`src/rtl/buzz_pkg.sv`:
```
package buzz_pkg;
  localparam int CODE_W  = 3;
  localparam int PHASE_W = 5;
  localparam int ADDR_GATE  = 0;
  localparam int ADDR_CTRL  = 1;
  localparam int ADDR_PITCH = 2;
  localparam int ADDR_LEVEL = 3;

  typedef enum logic [1:0] {
    MODE_CONT = 2'd0,
    MODE_ONCE = 2'd1,
    MODE_FADE = 2'd2,
    MODE_RSVD = 2'd3
  } mode_e;

  // Tone period in clock cycles for a pitch code.
  function automatic logic [PHASE_W-1:0] tone_period(input logic [CODE_W-1:0] code);
    logic [PHASE_W-1:0] p;
    if (code[2]) p = PHASE_W'(16) + {1'b0, code[1:0], 2'b00};
    else         p = PHASE_W'(8)  + {2'b00, code[1:0], 1'b0};
    return p;
  endfunction

  // High time: half period reduced in eighths by the level code, floor 1.
  function automatic logic [PHASE_W-1:0] tone_high(input logic [PHASE_W-1:0] period,
                                                   input logic [CODE_W-1:0] lvl);
    logic [7:0] half;
    logic [7:0] prod;
    logic [7:0] h;
    half = {3'b000, period[PHASE_W-1:1]};
    prod = half * {5'b00000, lvl};
    h    = half - {3'b000, prod[7:3]};
    if (h == 8'd0) h = 8'd1;
    return h[PHASE_W-1:0];
  endfunction
endpackage

```
`src/rtl/buzz_regs.sv`:
```
module buzz_regs
  import buzz_pkg::*;
#(
  parameter int ADDR_W = 2,
  parameter int DATA_W = 8
) (
  input  logic              clk,
  input  logic              rst,
  input  logic              wr_en,
  input  logic [ADDR_W-1:0] addr,
  input  logic [DATA_W-1:0] wdata,
  input  logic              run_state,
  output logic              gate_on,
  output mode_e             mode,
  output logic [1:0]        tsel,
  output logic [CODE_W-1:0] pitch,
  output logic [CODE_W-1:0] level,
  output logic              ctrl_wr,
  output logic              ctrl_run,
  output logic [DATA_W-1:0] rdata
);
  logic [DATA_W-1:0] rd_d;

  assign ctrl_wr  = wr_en && (addr == ADDR_W'(ADDR_CTRL));
  assign ctrl_run = wdata[0];

  always_ff @(posedge clk) begin
    if (rst) begin
      gate_on <= 1'b0;
      mode    <= MODE_CONT;
      tsel    <= '0;
      pitch   <= '0;
      level   <= '0;
    end else if (wr_en) begin
      case (addr)
        ADDR_W'(ADDR_GATE):  gate_on <= wdata[0];
        ADDR_W'(ADDR_CTRL): begin
          mode <= mode_e'(wdata[2:1]);
          tsel <= wdata[4:3];
        end
        ADDR_W'(ADDR_PITCH): pitch <= wdata[CODE_W-1:0];
        default:             level <= wdata[CODE_W-1:0];
      endcase
    end
  end

  always_comb begin
    rd_d = '0;
    case (addr)
      ADDR_W'(ADDR_GATE):  rd_d[0] = gate_on;
      ADDR_W'(ADDR_CTRL):  rd_d[4:0] = {tsel, mode, run_state};
      ADDR_W'(ADDR_PITCH): rd_d[CODE_W-1:0] = pitch;
      default:             rd_d[CODE_W-1:0] = level;
    endcase
  end

  always_ff @(posedge clk) begin
    if (rst) rdata <= '0;
    else     rdata <= rd_d;
  end
endmodule

```
`src/rtl/buzz_seq.sv`:
```
module buzz_seq
  import buzz_pkg::*;
#(
  parameter int BASE_TICKS = 512
) (
  input  logic              clk,
  input  logic              rst,
  input  logic              gate_on,
  input  mode_e             mode,
  input  logic [1:0]        tsel,
  input  logic [CODE_W-1:0] level,
  input  logic              ctrl_wr,
  input  logic              ctrl_run,
  output logic              run_q,
  output logic              run_nxt,
  output logic              restart,
  output logic [CODE_W-1:0] lvl_q
);
  localparam int TW = $clog2(BASE_TICKS) + 4;
  localparam logic [CODE_W-1:0] LVL_MAX = '1;

  logic [TW-1:0] total, step, tcnt, scnt;
  logic timed, advance, expire, start;

  always_comb begin
    total   = TW'(BASE_TICKS) << tsel;
    step    = total >> 3;
    timed   = (mode == MODE_ONCE) || (mode == MODE_FADE);
    advance = run_q && gate_on && timed;
    expire  = advance && (tcnt >= total - 1'b1);
    start   = ctrl_wr && ctrl_run && (!run_q || expire);
    if (start)                     run_nxt = 1'b1;
    else if (ctrl_wr && !ctrl_run) run_nxt = 1'b0;
    else if (expire)               run_nxt = 1'b0;
    else                           run_nxt = run_q;
  end

  assign restart = start;

  always_ff @(posedge clk) begin
    if (rst) begin
      run_q <= 1'b0;
      tcnt  <= '0;
      scnt  <= '0;
      lvl_q <= '0;
    end else begin
      run_q <= run_nxt;
      if (start) begin
        tcnt  <= '0;
        scnt  <= '0;
        lvl_q <= level;
      end else if (advance) begin
        tcnt <= tcnt + 1'b1;
        if (scnt >= step - 1'b1) begin
          scnt <= '0;
          if (lvl_q != LVL_MAX) lvl_q <= lvl_q + 1'b1;
        end else begin
          scnt <= scnt + 1'b1;
        end
      end
    end
  end
endmodule

```
`src/rtl/buzz_tone.sv`:
```
module buzz_tone
  import buzz_pkg::*;
(
  input  logic              clk,
  input  logic              rst,
  input  logic              gate_on,
  input  logic              play_nxt,
  input  logic              restart,
  input  logic [CODE_W-1:0] pitch,
  input  logic [CODE_W-1:0] level,
  output logic              tone_out
);
  logic [PHASE_W-1:0] ph, ph_cur, period, high;

  always_comb begin
    period = tone_period(pitch);
    high   = tone_high(period, level);
    ph_cur = restart ? '0 : ph;
  end

  always_ff @(posedge clk) begin
    if (rst) begin
      ph       <= '0;
      tone_out <= 1'b0;
    end else if (!gate_on) begin
      tone_out <= 1'b0;
      if (restart) ph <= '0;
    end else if (!play_nxt) begin
      ph       <= '0;
      tone_out <= 1'b0;
    end else begin
      tone_out <= (ph_cur < high);
      ph       <= (ph_cur >= period - 1'b1) ? '0 : ph_cur + 1'b1;
    end
  end
endmodule

```
`src/rtl/piezo_tone.sv`:
```
module piezo_tone
  import buzz_pkg::*;
#(
  parameter int BASE_TICKS = 512,
  parameter int ADDR_W     = 2,
  parameter int DATA_W     = 8
) (
  input  logic              clk,
  input  logic              rst,
  input  logic              reg_wr,
  input  logic [ADDR_W-1:0] reg_addr,
  input  logic [DATA_W-1:0] reg_wdata,
  output logic [DATA_W-1:0] reg_rdata,
  output logic              tone_out,
  output logic              busy
);
  logic              gate_on, ctrl_wr, ctrl_run, run_nxt, restart;
  mode_e             mode;
  logic [1:0]        tsel;
  logic [CODE_W-1:0] pitch, level, fade_lvl, eff_lvl;

  buzz_regs #(.ADDR_W(ADDR_W), .DATA_W(DATA_W)) u_regs (
    .clk(clk), .rst(rst), .wr_en(reg_wr), .addr(reg_addr), .wdata(reg_wdata),
    .run_state(busy), .gate_on(gate_on), .mode(mode), .tsel(tsel),
    .pitch(pitch), .level(level), .ctrl_wr(ctrl_wr), .ctrl_run(ctrl_run),
    .rdata(reg_rdata)
  );

  buzz_seq #(.BASE_TICKS(BASE_TICKS)) u_seq (
    .clk(clk), .rst(rst), .gate_on(gate_on), .mode(mode), .tsel(tsel),
    .level(level), .ctrl_wr(ctrl_wr), .ctrl_run(ctrl_run), .run_q(busy),
    .run_nxt(run_nxt), .restart(restart), .lvl_q(fade_lvl)
  );

  assign eff_lvl = (mode == MODE_FADE) ? fade_lvl : level;

  buzz_tone u_tone (
    .clk(clk), .rst(rst), .gate_on(gate_on), .play_nxt(run_nxt),
    .restart(restart), .pitch(pitch), .level(eff_lvl), .tone_out(tone_out)
  );
endmodule

```
`config.mk`:
```
export PLATFORM = sky130hd
export DESIGN_NAME = piezo_tone
export DESIGN_NICKNAME = d
export VERILOG_FILES = /design/src/rtl/buzz_pkg.sv /design/src/rtl/buzz_regs.sv /design/src/rtl/buzz_seq.sv /design/src/rtl/buzz_tone.sv /design/src/rtl/piezo_tone.sv
export SDC_FILE = /design/constraint.sdc
export NUM_CORES = 1
export LEC_CHECK = 0
export BUFFER_PORTS_ARGS = -buffer_cell sky130_fd_sc_hd__buf_2
export CAP_MARGIN = 0
export CORE_MARGIN = 1.5
export CORE_UTILIZATION = 60
export CTS_CLUSTER_DIAMETER = 100
export DETAILED_ROUTE_END_ITERATION = 10
export HOLD_SLACK_MARGIN = 0.15
export PLACE_DENSITY = 0.78
export SYNTH_ARGS = -nofsm -noshare
export SYNTH_HDL_FRONTEND = slang
export SYNTH_SLANG_ARGS = --single-unit
```
`constraint.sdc`:
```
create_clock -name clk -period 5.6 [get_ports clk]
set_clock_uncertainty 0.15 [all_clocks]
set_input_delay 0.56 -clock clk [delete_from_list [all_inputs] [get_ports clk]]
set_output_delay 0.56 -clock clk [all_outputs]
set_load 0.02 [all_outputs]
```
==> results.md, run 1 <==
- Crit path capture type: register
- GP Congestion: 0.7799
- Crit Path Category: reg2reg
- Final min period: 4855 ps
- Syn_area_per_cell: 9.111 µm²
- Final Hold Fails: 0
- Area of the multi-input gates: about 0.0021 mm²
- Post-CTS Resized: 0
- Max-slew violation count: 0
- Synth cell types: 58
- Mapped cell area: 0.003234 mm²
- Remaining global-route overflow: 0
- Final instance area: 0.003428 mm²
- Post-Synthesis Cells: 355
- Layout area overhead: 5.996%
- Cell area power density: 207.6 mW/mm²
- WL met2: roughly 2800 µm
- Antenna diode count: 0
- Worst-path fanout max: 10
- CTS Hold Bufs: 0
- Count of final setup violators: 0
- Asr flop ratio synth: 0
- I/O Buffers: 16
- Starting Density: 0.6293
- Layout cells sized above 1: 0.1284
- Setup TNS: 0 ps
- Fin worst setup slack: 745.3 ps
- Nets@finish: 413
- Die ar.: between 0.005 and 0.006 mm²
- Leak: 1.498 nW
- Fmax: 206.0 MHz
- Critical Path RT: 5650 ps
- Clock transition at path regs: 100 ps
- IO Pins: 23
- Global-route wire length before repair: about 10000 µm
- Row count: 26
- Headroom to the max-slew limit: 0.4291
- Met3 Wirelength: 226 µm
- Commonest cells after routing, fill and taps aside: 52 x nor2_1, 52 x dfxtp_1, 31 x ha_1
- M1 WL: 2979 µm
- Post-DP Area: 0.003317 mm²
- EDFF count, synth: 0
- #FFs+latches synth: 52
- DRC viols: 0
- CTS max path bufs: 2
- Remaining antenna violation count: 0
- CORE AREA: between 0.005 and 0.006 mm²
- Synth Warn #: 0
- Worst-Skew Late Latency: 300 ps
- Setup Fix Bufs, Post-CTS: 0
- CTS Sinks: between 50 and 60
- Main synth FF type: dfxtp_1
- Worst min-delay path class: reg2reg
- Routed vias/inst: 5.709
- Root Buffer: clkbuf_8
- WL final: 6032 µm
- Max Used Layer: met4
- Pin count of the biggest net entering global routing: 26
- Sequential share of the synthesized area: 0.3219
- # fillers: between 400 and 500
- All-Layer GR Usage: 0.2161
- Number of global-route vias before repair: around 2300
- FF/Latch Area: 0.001041 mm²
- DP Wirelength: 4514 µm
- Die Wd: 76.42 µm
- First-pass detailed-route iteration total: 4
- Vias: 2489
- Die Height: 76.42 µm
- TritonCTS Buffers: 5
- Place WS: 731.6 ps
- Synth area leader: dfxtp_1
- Hold_ws: 332.2 ps
- Nature of the critical path startpoint: register
- Slew @ Worst Pin: 854.5 ps
- Worst VDD drop: ~200 µV
- Critical Path AT: 4910 ps
- Initial DRC count: roughly 130
- Top area cells in the synthesized netlist: dfxtp_1 32%, ha_1 12%, nor2_1 6.0%, mux2i_1 4.6%, xor2_1 4.6%
- Area share of the largest cell type after synthesis: 0.3219
- Max-cap violations: 0
- Wirelength per Cell: ~14 µm
- Tcrit/Tclk final: 0.8669
- TritonCTS clock tree: done
- H-tree depth: 2
- Unrepaired setup endpoints after global routing: false
- Outcome: completed
- Initial antenna violation count: 0
[layer usage]
layer,track usage,up-vias
met2,0.3545,62
li1,-,1256
met1,0.2874,1163
met3,0.04431,8
met4,0.06111,0
met5,0,-
[state kept, by name (all words and copies together) (netlist names)]
signal / cells
u_seq.scnt: 13
u_seq.tcnt: 13
u_regs.rdata: 5
u_tone.ph: 5
u_regs.level: 3
u_regs.pitch: 3
u_seq.lvl_q: 3
u_regs.mode: 2
u_regs.tsel: 2
u_regs.gate_on: 1
u_seq.run_q: 1
u_tone.tone_out: 1
[through the flow]
stage | utilization | total power [mW] | cells
finish | 0.6670 | 0.7116 | 436
global route | 0.6670 | 0.7419 | 436
CTS | 0.6670 | 0.7170 | 436
detailed placement | 0.6453 | 0.4580 | 428
global placement | 0.6453 | 0.4560 | 428
floorplan | - | 0.4431 | 357
[cell families after synthesis]
kind of cell	after synthesis	share of synthesized area
muxes	20	0.06731
other	2	0.002322
DFF	52	0.3219
buffers and inverters	26	0.04139
adders and majority gates	35	0.1447
and+or+nand+nor	149	0.2472
AOI/OAI and AO/OA	43	0.09942
xor gates and xnor gates	28	0.07582
[Yosys cell counts (all sizes together), types with 6 or more instances]
| cell type | count |
|---|---|
| a21oi | 10 |
| and3 | 10 |
| buf | 9 |
| clkbuf | 6 |
| dfxtp | 52 |
| ha | 31 |
| inv | 11 |
| mux2i | 15 |
| nand2 | 21 |
| nand2b | 7 |
| nand3 | 13 |
| nand4 | 7 |
| nor2 | 52 |
| nor2b | 7 |
| o21ai | 8 |
| xnor2 | 11 |
| xor2 | 17 |
[report_power, final]
group	leakage [nW]	switching, mW	internal (mW)
Combinational	1.02	0.0413	0.0278
Sequential	0.420	0.00664	0.375
Clock	0.0558	0.126	0.135
Total	1.50	0.174	0.538
[area by class of cell]
class / count / share of cell area
Multi-Input combinational cell: 279 / 0.6029
Sequential cell: 52 / 0.3036
Tap cell: 70 / 0.02555
Timing Repair Buffer: 16 / 0.02336
Clock buffer: 6 / 0.02117
Inverter: 11 / 0.01204
Clock inverter: 2 / 0.01131
[critical path, cell delays in order (launching register included)]
cell	delay [ps]
dfxtp_1	530
mux2i_1	470
inv_1	130
and2_1	210
fa_1	450
and4b_1	240
fa_1	400
xor2_1	260
inv_1	70
ha_1	260
nor2b_1	120
o21ai_0	180
a21boi_0	140
or2_2	310
ha_1	310
a21o_1	170
nand2_1	60
nand4b_1	100
a2111oi_2	210
[worst paths after layout]
check / cells after the start / slack, ps / start / to
min: 2 / 330 / u_seq.scnt[12] / u_seq.scnt[12]
max: 18 / 750 / u_regs.pitch[2] / u_tone.tone_out
max reg2reg: 18 / 750 / u_regs.pitch[2] / u_tone.tone_out
min reg2reg: 2 / 330 / u_seq.scnt[12] / u_seq.scnt[12]
No activity file was read; power rests on OpenSTA's default activity.
==> run 2, diff against run 1 <==
--- a/config.mk
+++ b/config.mk
@@ -13,6 +13,7 @@
 export DETAILED_ROUTE_END_ITERATION = 10
 export HOLD_SLACK_MARGIN = 0.15
 export PLACE_DENSITY = 0.78
+export REMOVE_ABC_BUFFERS = 1
 export SYNTH_ARGS = -nofsm -noshare
 export SYNTH_HDL_FRONTEND = slang
 export SYNTH_SLANG_ARGS = --single-unit
==> run 2 against run 1 <==
- global-route usage up 1.4 points
- clock power shrank 13%
- maximum frequency decreased by 0.32%
==> results.md, run 2 (synthesized netlist as in run 1, its figures left out) <==
- Vias: 2461 (was 2489)
- Worst-path cell chain: mux2i_1 -> inv_1 -> and2_1 -> fa_1 -> and4b_1 -> fa_1 -> xor2_1 -> inv_1 -> ha_1 -> nor2b_1 -> o21ai_0 -> a21boi_0 -> or2_2 -> ha_1 -> a21o_1 -> nand2_1 -> nand4b_1 -> a2111oi_2 (unchanged)
- H-tree depth: 2 (unchanged)
- Die Height: 76.42 µm (unchanged)
- Area of the multi-input gates: 0.002067 mm² (unchanged)
- Critical Path AT: 4920 ps (was 4910 ps)
- Wirelength per Cell: 14.30 µm (was 13.83 µm)
- # fillers: 436 (was 431)
- Post-DP Area: 0.003317 mm² (unchanged)
- Commonest cells after routing, fill and taps aside: 52 x nor2_1, 52 x dfxtp_1, 31 x ha_1 (unchanged)
- Reg2Reg Setup Slack: 730 ps (was 750 ps)
- Unrepaired setup endpoints after global routing: false (unchanged)
- Hold_ws: 333.6 ps (was 332.2 ps)
- Critical Path RT: 5650 ps (about the same)
- Crit path largest cell delay: 530 ps (about the same)
- Clock transition at path regs: 90 ps (was 100 ps)
- Final Hold Fails: 0 (unchanged)
- Worst r2r dst: u_tone.tone_out (unchanged)
- Fmax: 205.3 MHz (was 206.0 MHz)
- Global-route wire length before repair: 11090 µm (was 10340 µm)
- Post-CTS Resized: 0 (unchanged)
- Layout area overhead: 5.455% (was 5.996%)
- Largest regs: u_seq.scnt x13, u_seq.tcnt x13 (unchanged)
- Die Wd: 76.42 µm (unchanged)
- Root Buffer: clkbuf_8 (unchanged)
- Routed vias/inst: 5.644 (was 5.709)
- Setup Fix Bufs, Post-CTS: 0 (unchanged)
- Initial DRC count: 87 (was 127)
- Placed insts: 428 (unchanged)
- FF/Latch Area: 0.001041 mm² (unchanged)
- DP Wirelength: 4652 µm (was 4514 µm)
- TritonCTS Buffers: 5 (unchanged)
- Final min period: 4870 ps (was 4855 ps)
- Nets@finish: 413 (unchanged)
- Headroom to the max-slew limit: 0.4128 (was 0.4291)
- Worst r2r src: u_regs.pitch[2] (unchanged)
- Cell area power density: 198.7 mW/mm² (was 207.6 mW/mm²)
- CTS Hold Bufs: 0 (unchanged)
- Leak: 1.487 nW (was 1.498 nW)
- First-pass detailed-route iteration total: 4 (unchanged)
- IO Pins: 23 (unchanged)
- Hold Path Origin: u_seq.tcnt[1] (was u_seq.scnt[12])
- Starting Density: 0.6293 (unchanged)
- CORE AREA: 0.005140 mm² (unchanged)
- GP Congestion: 0.8567 (was 0.7799)
- Setup TNS: 0 ps (unchanged)
- Number of global-route vias before repair: 2443 (was 2301)
- Max-slew violation count: 0 (unchanged)
- Layout cells sized above 1: 0.1284 (unchanged)
- CTS max path bufs: 2 (unchanged)
- Remaining global-route overflow: 0 (unchanged)
- WL final: 6235 µm (was 6032 µm)
- Crit path capture type: register (unchanged)
- Max-cap violations: 0 (unchanged)
- Slew @ Worst Pin: 879.0 ps (was 854.5 ps)
- Crit Path Category: reg2reg (unchanged)
- Worst VDD drop: 114.3 µV (was 198.8 µV)
- Remaining antenna violation count: 0 (unchanged)
- Total Power: 677.6 µW (was 711.6 µW)
- Worst-path fanout max: 10 (unchanged)
- CP max-delay cell: dfxtp_1 (unchanged)
- TritonCTS clock tree: done (unchanged)
- Worst min-delay path class: reg2reg (unchanged)
- Hold depth: 2 (unchanged)
- All-Layer GR Usage: 0.2304 (was 0.2161)
- Outcome: completed (unchanged)
- Worst-Skew Late Latency: 300 ps (about the same)
- CTS Sinks: 52 (unchanged)
- Count of final setup violators: 0 (unchanged)
- Row count: 26 (unchanged)
- Tcrit/Tclk final: 0.8697 (was 0.8669)
- Initial antenna violation count: 0 (unchanged)
- Nature of the critical path startpoint: register (unchanged)
- Hold endpoint: u_seq.tcnt[1] (was u_seq.scnt[12])
- DRC viols: 0 (unchanged)
- R2R cell count: 18 (unchanged)
- Post-Layout Cell Count: 436 (unchanged)
- Final instance area: 0.003411 mm² (was 0.003428 mm²)
- Pin count of the biggest net entering global routing: 26 (unchanged)
- Crit path launch: u_regs.pitch[2] (unchanged)
- I/O Buffers: 16 (unchanged)
- Antenna diode count: 0 (unchanged)
- Die ar.: 0.005840 mm² (unchanged)
-- run 2: changes by cell type in the layout (fill, tap and decap cells not counted), sizes merged --
cell / before / now
inv: 12 / 11
bufinv: 1 / 0
clkbuf: 6 / 7
clkinvlp: 0 / 1
-- run 2: per-layer routing --
metal | track usage | part of all wire | up-vias
met1 | 0.2961 | 0.49 | 1146
met4 | 0.09444 | 0.021 | 0
met2 | 0.3750 | 0.45 | 47
met5 | 0 | 0 | -
li1 | - | - | 1252
met3 | 0.04910 | 0.038 | 16
-- run 2: metrics by stage --
stage | util | setup WS, ps
floorplan | - | 1223
global placement | 0.6453 | 842.4
detailed placement | 0.6453 | 746.8
CTS | 0.6636 | 705.9
global route | 0.6636 | 231.4
finish | 0.6636 | 729.6
-- run 2: worst max path at each step --
stage | endpoint | slack [ps] | cells after the start
after floorplan | u_tone.tone_out | 1220 | 19
after global placement | u_tone.tone_out | 840 | 18
after detailed placement | u_tone.tone_out | 750 | 18
after CTS | u_tone.tone_out | 710 | 18
after global routing | u_tone.tone_out | 230 | 18
final | u_tone.tone_out | 730 | 18
-- run 2: worst max-delay path: cells and delay by family, from the launching register on --
kind / cells / cell delay [ps]
compound gates: 4 / 740
xor+xnor: 1 / 270
fa+ha+maj: 4 / 1420
buf+inv: 2 / 180
flops: 1 / 530
mux: 1 / 450
simple gates: 6 / 1040
-- run 2: report_power, final --
group | total [mW] | internal [mW] | leakage, nW | switching, mW
clock | 0.226 | 0.101 | 0.0445 | 0.126
sequential | 0.382 | 0.375 | 0.420 | 0.00715
combinational | 0.0695 | 0.0280 | 1.02 | 0.0415
-- run 2: area by class of cell --
type	count	area share
timing repair buffer	16	0.02348
tap	70	0.02568
clock buffer	7	0.02531
inverter	11	0.01211
sequential	52	0.3052
multi-input combinational	279	0.6060
clock inverter	1	0.002201
==> run 3, diff against run 2 <==
--- a/config.mk
+++ b/config.mk
@@ -5,14 +5,14 @@
 export SDC_FILE = /design/constraint.sdc
 export NUM_CORES = 1
 export LEC_CHECK = 0
-export BUFFER_PORTS_ARGS = -buffer_cell sky130_fd_sc_hd__buf_2
 export CAP_MARGIN = 0
 export CORE_MARGIN = 1.5
 export CORE_UTILIZATION = 60
 export CTS_CLUSTER_DIAMETER = 100
 export DETAILED_ROUTE_END_ITERATION = 10
+export DONT_BUFFER_PORTS = 1
 export HOLD_SLACK_MARGIN = 0.15
-export PLACE_DENSITY = 0.78
+export PLACE_DENSITY = 0.75
 export REMOVE_ABC_BUFFERS = 1
 export SYNTH_ARGS = -nofsm -noshare
 export SYNTH_HDL_FRONTEND = slang
==> run 3 against run 2 <==
- sequential power is essentially flat
- combinational power is 16% lower
- highest routed layer unchanged
- maximum frequency decreased by 0.89%
- first-iteration DRC count up 45%
==> results.md, run 3 (synthesized netlist as in run 1, its figures left out) <==
- TritonCTS clock tree: done (unchanged)
- Hold endpoint: u_tone.ph[0] (was u_seq.tcnt[1])
- Commonest cells after routing, fill and taps aside: 52 x nor2_1, 52 x dfxtp_1, 31 x ha_1 (unchanged)
- Power Internal: 546.0 µW (was 503.3 µW)
- Cell area power density: 211.7 mW/mm² (was 198.7 mW/mm²)
- Clock transition at path regs: 90 ps (about the same)
- All-Layer GR Usage: 0.2253 (was 0.2304)
- Fin worst setup slack: 686.0 ps (was 729.6 ps)
- Clk pwr share: 0.380 (was 0.334)
- Die Wd: 76.42 µm (unchanged)
- Count of final setup violators: 0 (unchanged)
- Remaining antenna violation count: 0 (unchanged)
- Number of global-route vias before repair: 2338 (was 2443)
- Setup TNS: 0 ps (unchanged)
- Final min period: 4914 ps (was 4870 ps)
- Post-CTS Resized: 0 (unchanged)
- DP Wirelength: 4597 µm (was 4652 µm)
- Worst VDD drop: 160.1 µV (was 114.3 µV)
- Antenna diode count: 0 (unchanged)
- Max-cap violations: 0 (unchanged)
- H-tree depth: 2 (unchanged)
- Starting Density: 0.6293 (unchanged)
- Net Sw Frac: 0.2344 (was 0.2572)
- Sequential cell fraction of total power: 0.538 (was 0.563)
- Comb pwr share: 0.082 (was 0.102)
- Die ar.: 0.005840 mm² (unchanged)
- Layout area overhead: 4.139% (was 5.455%)
- CTS max path bufs: 2 (unchanged)
- Crit Path Category: reg2reg (unchanged)
- Tcrit/Tclk final: 0.8775 (was 0.8697)
- Largest regs: u_seq.scnt x13, u_seq.tcnt x13 (unchanged)
- Hold_ws: 163.2 ps (was 333.6 ps)
- IO Pins: 23 (unchanged)
- GP Congestion: 0.8925 (was 0.8567)
- Worst-path fanout max: 10 (unchanged)
- Total Power: 713.2 µW (was 677.6 µW)
- Critical Path AT: 4970 ps (was 4920 ps)
- Max-slew violation count: 0 (unchanged)
- Headroom to the max-slew limit: 0.4299 (was 0.4128)
- Routed vias/inst: 5.822 (was 5.644)
- Switch Pwr: 167.2 µW (was 174.3 µW)
- Worst min-delay path class: in2reg (was reg2reg)
- Outcome: completed (unchanged)
- Final Hold Fails: 0 (unchanged)
- Nets@finish: 398 (was 413)
- Root Buffer: clkbuf_8 (unchanged)
- Vias: 2451 (was 2461)
- Crit path capture type: register (unchanged)
- Initial DRC count: 126 (was 87)
- Hold depth: 1 (was 2)
- Place WS: 736.6 ps (was 746.8 ps)
- Initial antenna violation count: 0 (unchanged)
- Worst-Skew Late Latency: 310 ps (was 300 ps)
- R2R cell count: 18 (unchanged)
- WL final: 6134 µm (was 6235 µm)
- Wirelength per Cell: 14.57 µm (was 14.30 µm)
- Fmax: 203.5 MHz (was 205.3 MHz)
- CTS Sinks: 52 (unchanged)
- Worst r2r src: u_regs.pitch[2] (unchanged)
- Unrepaired setup endpoints after global routing: false (unchanged)
- Remaining global-route overflow: 0 (unchanged)
- Critical Path RT: 5660 ps (was 5650 ps)
- TritonCTS Buffers: 5 (unchanged)
- I/O Buffers: 0 (was 16)
- Reg2Reg Setup Slack: 690 ps (was 730 ps)
- Worst r2r dst: u_tone.tone_out (unchanged)
- Slew @ Worst Pin: 853.3 ps (was 879.0 ps)
- Leak: 1.434 nW (was 1.487 nW)
- Pin count of the biggest net entering global routing: 26 (unchanged)
- Row count: 26 (unchanged)
- Global-route wire length before repair: 10700 µm (was 11090 µm)
- First-pass detailed-route iteration total: 4 (unchanged)
- Nature of the critical path startpoint: register (unchanged)
- Die Height: 76.42 µm (unchanged)
- DRC viols: 0 (unchanged)
- Hold Path Origin: rst (was u_seq.tcnt[1])
- Layout cells sized above 1: 0.09117 (was 0.1284)
- CORE AREA: 0.005140 mm² (unchanged)
-- run 3: final cells by class --
type                    count  area, µm²
multi-input cells         279       2067
fillers                   441       1772
flip-flops and latches     52       1041
well taps                  70      87.58
clock buffers               6      82.58
inverters                  11      41.29
clock inverters             2      38.79
repair buffers              1      10.01
-- run 3: worst max-delay path: stages, from the launching register on --
cell	delay, ps
dfxtp_1	530
mux2i_1	470
inv_1	130
and2_1	210
fa_1	470
and4b_1	250
fa_1	400
xor2_1	260
inv_1	80
ha_1	260
nor2b_1	120
o21ai_0	180
a21boi_0	130
or2_2	310
ha_1	310
a21o_1	160
nand2_1	60
nand4b_1	110
a2111oi_2	220
-- run 3: repair_timing --
item / in CTS / in global routing
hold buffers: 0 / 1
endpoints found under the hold margin: 0 / 6
setup buffers: 0 / 0
-- run 3: stage by stage --
step | cell area [µm²] | instances | util
finish | 3368 | 421 | 0.6553
global route | 3368 | 421 | 0.6553
CTS | 3358 | 420 | 0.6534
detailed placement | 3237 | 412 | 0.6297
global placement | 3237 | 412 | 0.6297
floorplan | 3149 | 342 | -
-- run 3: worst max path at each step --
stage	start	cells after the start	endpoint	slack, ps
2_1_floorplan	u_regs.mode[0]	19	u_tone.tone_out	1220
3_3_place_gp	u_regs.pitch[2]	18	u_tone.tone_out	830
3_5_place_dp	u_regs.pitch[2]	18	u_tone.tone_out	740
4_1_cts	u_regs.pitch[2]	18	u_tone.tone_out	670
5_1_grt	u_regs.pitch[2]	18	u_tone.tone_out	320
6_report	u_regs.pitch[2]	18	u_tone.tone_out	690
-- run 3: power groups by stage --
| stage | Sequential (mW) | Combinational [mW] | Clock (mW) |
|---|---|---|---|
| 6_report | 0.383 | 0.0584 | 0.271 |
| 2_1_floorplan | 0.389 | 0.0462 | 0 |
| 3_3_place_gp | 0.392 | 0.0550 | 0 |
| 4_1_cts | 0.383 | 0.0573 | 0.278 |
| 5_1_grt | 0.384 | 0.0666 | 0.289 |
| 3_5_place_dp | 0.392 | 0.0568 | 0 |
-- run 3: per-layer routing --
metal	share of wire	global-route usage
met5	0	0
met4	0.013	0.08333
met3	0.042	0.04072
met2	0.45	0.3616
met1	0.49	0.3022
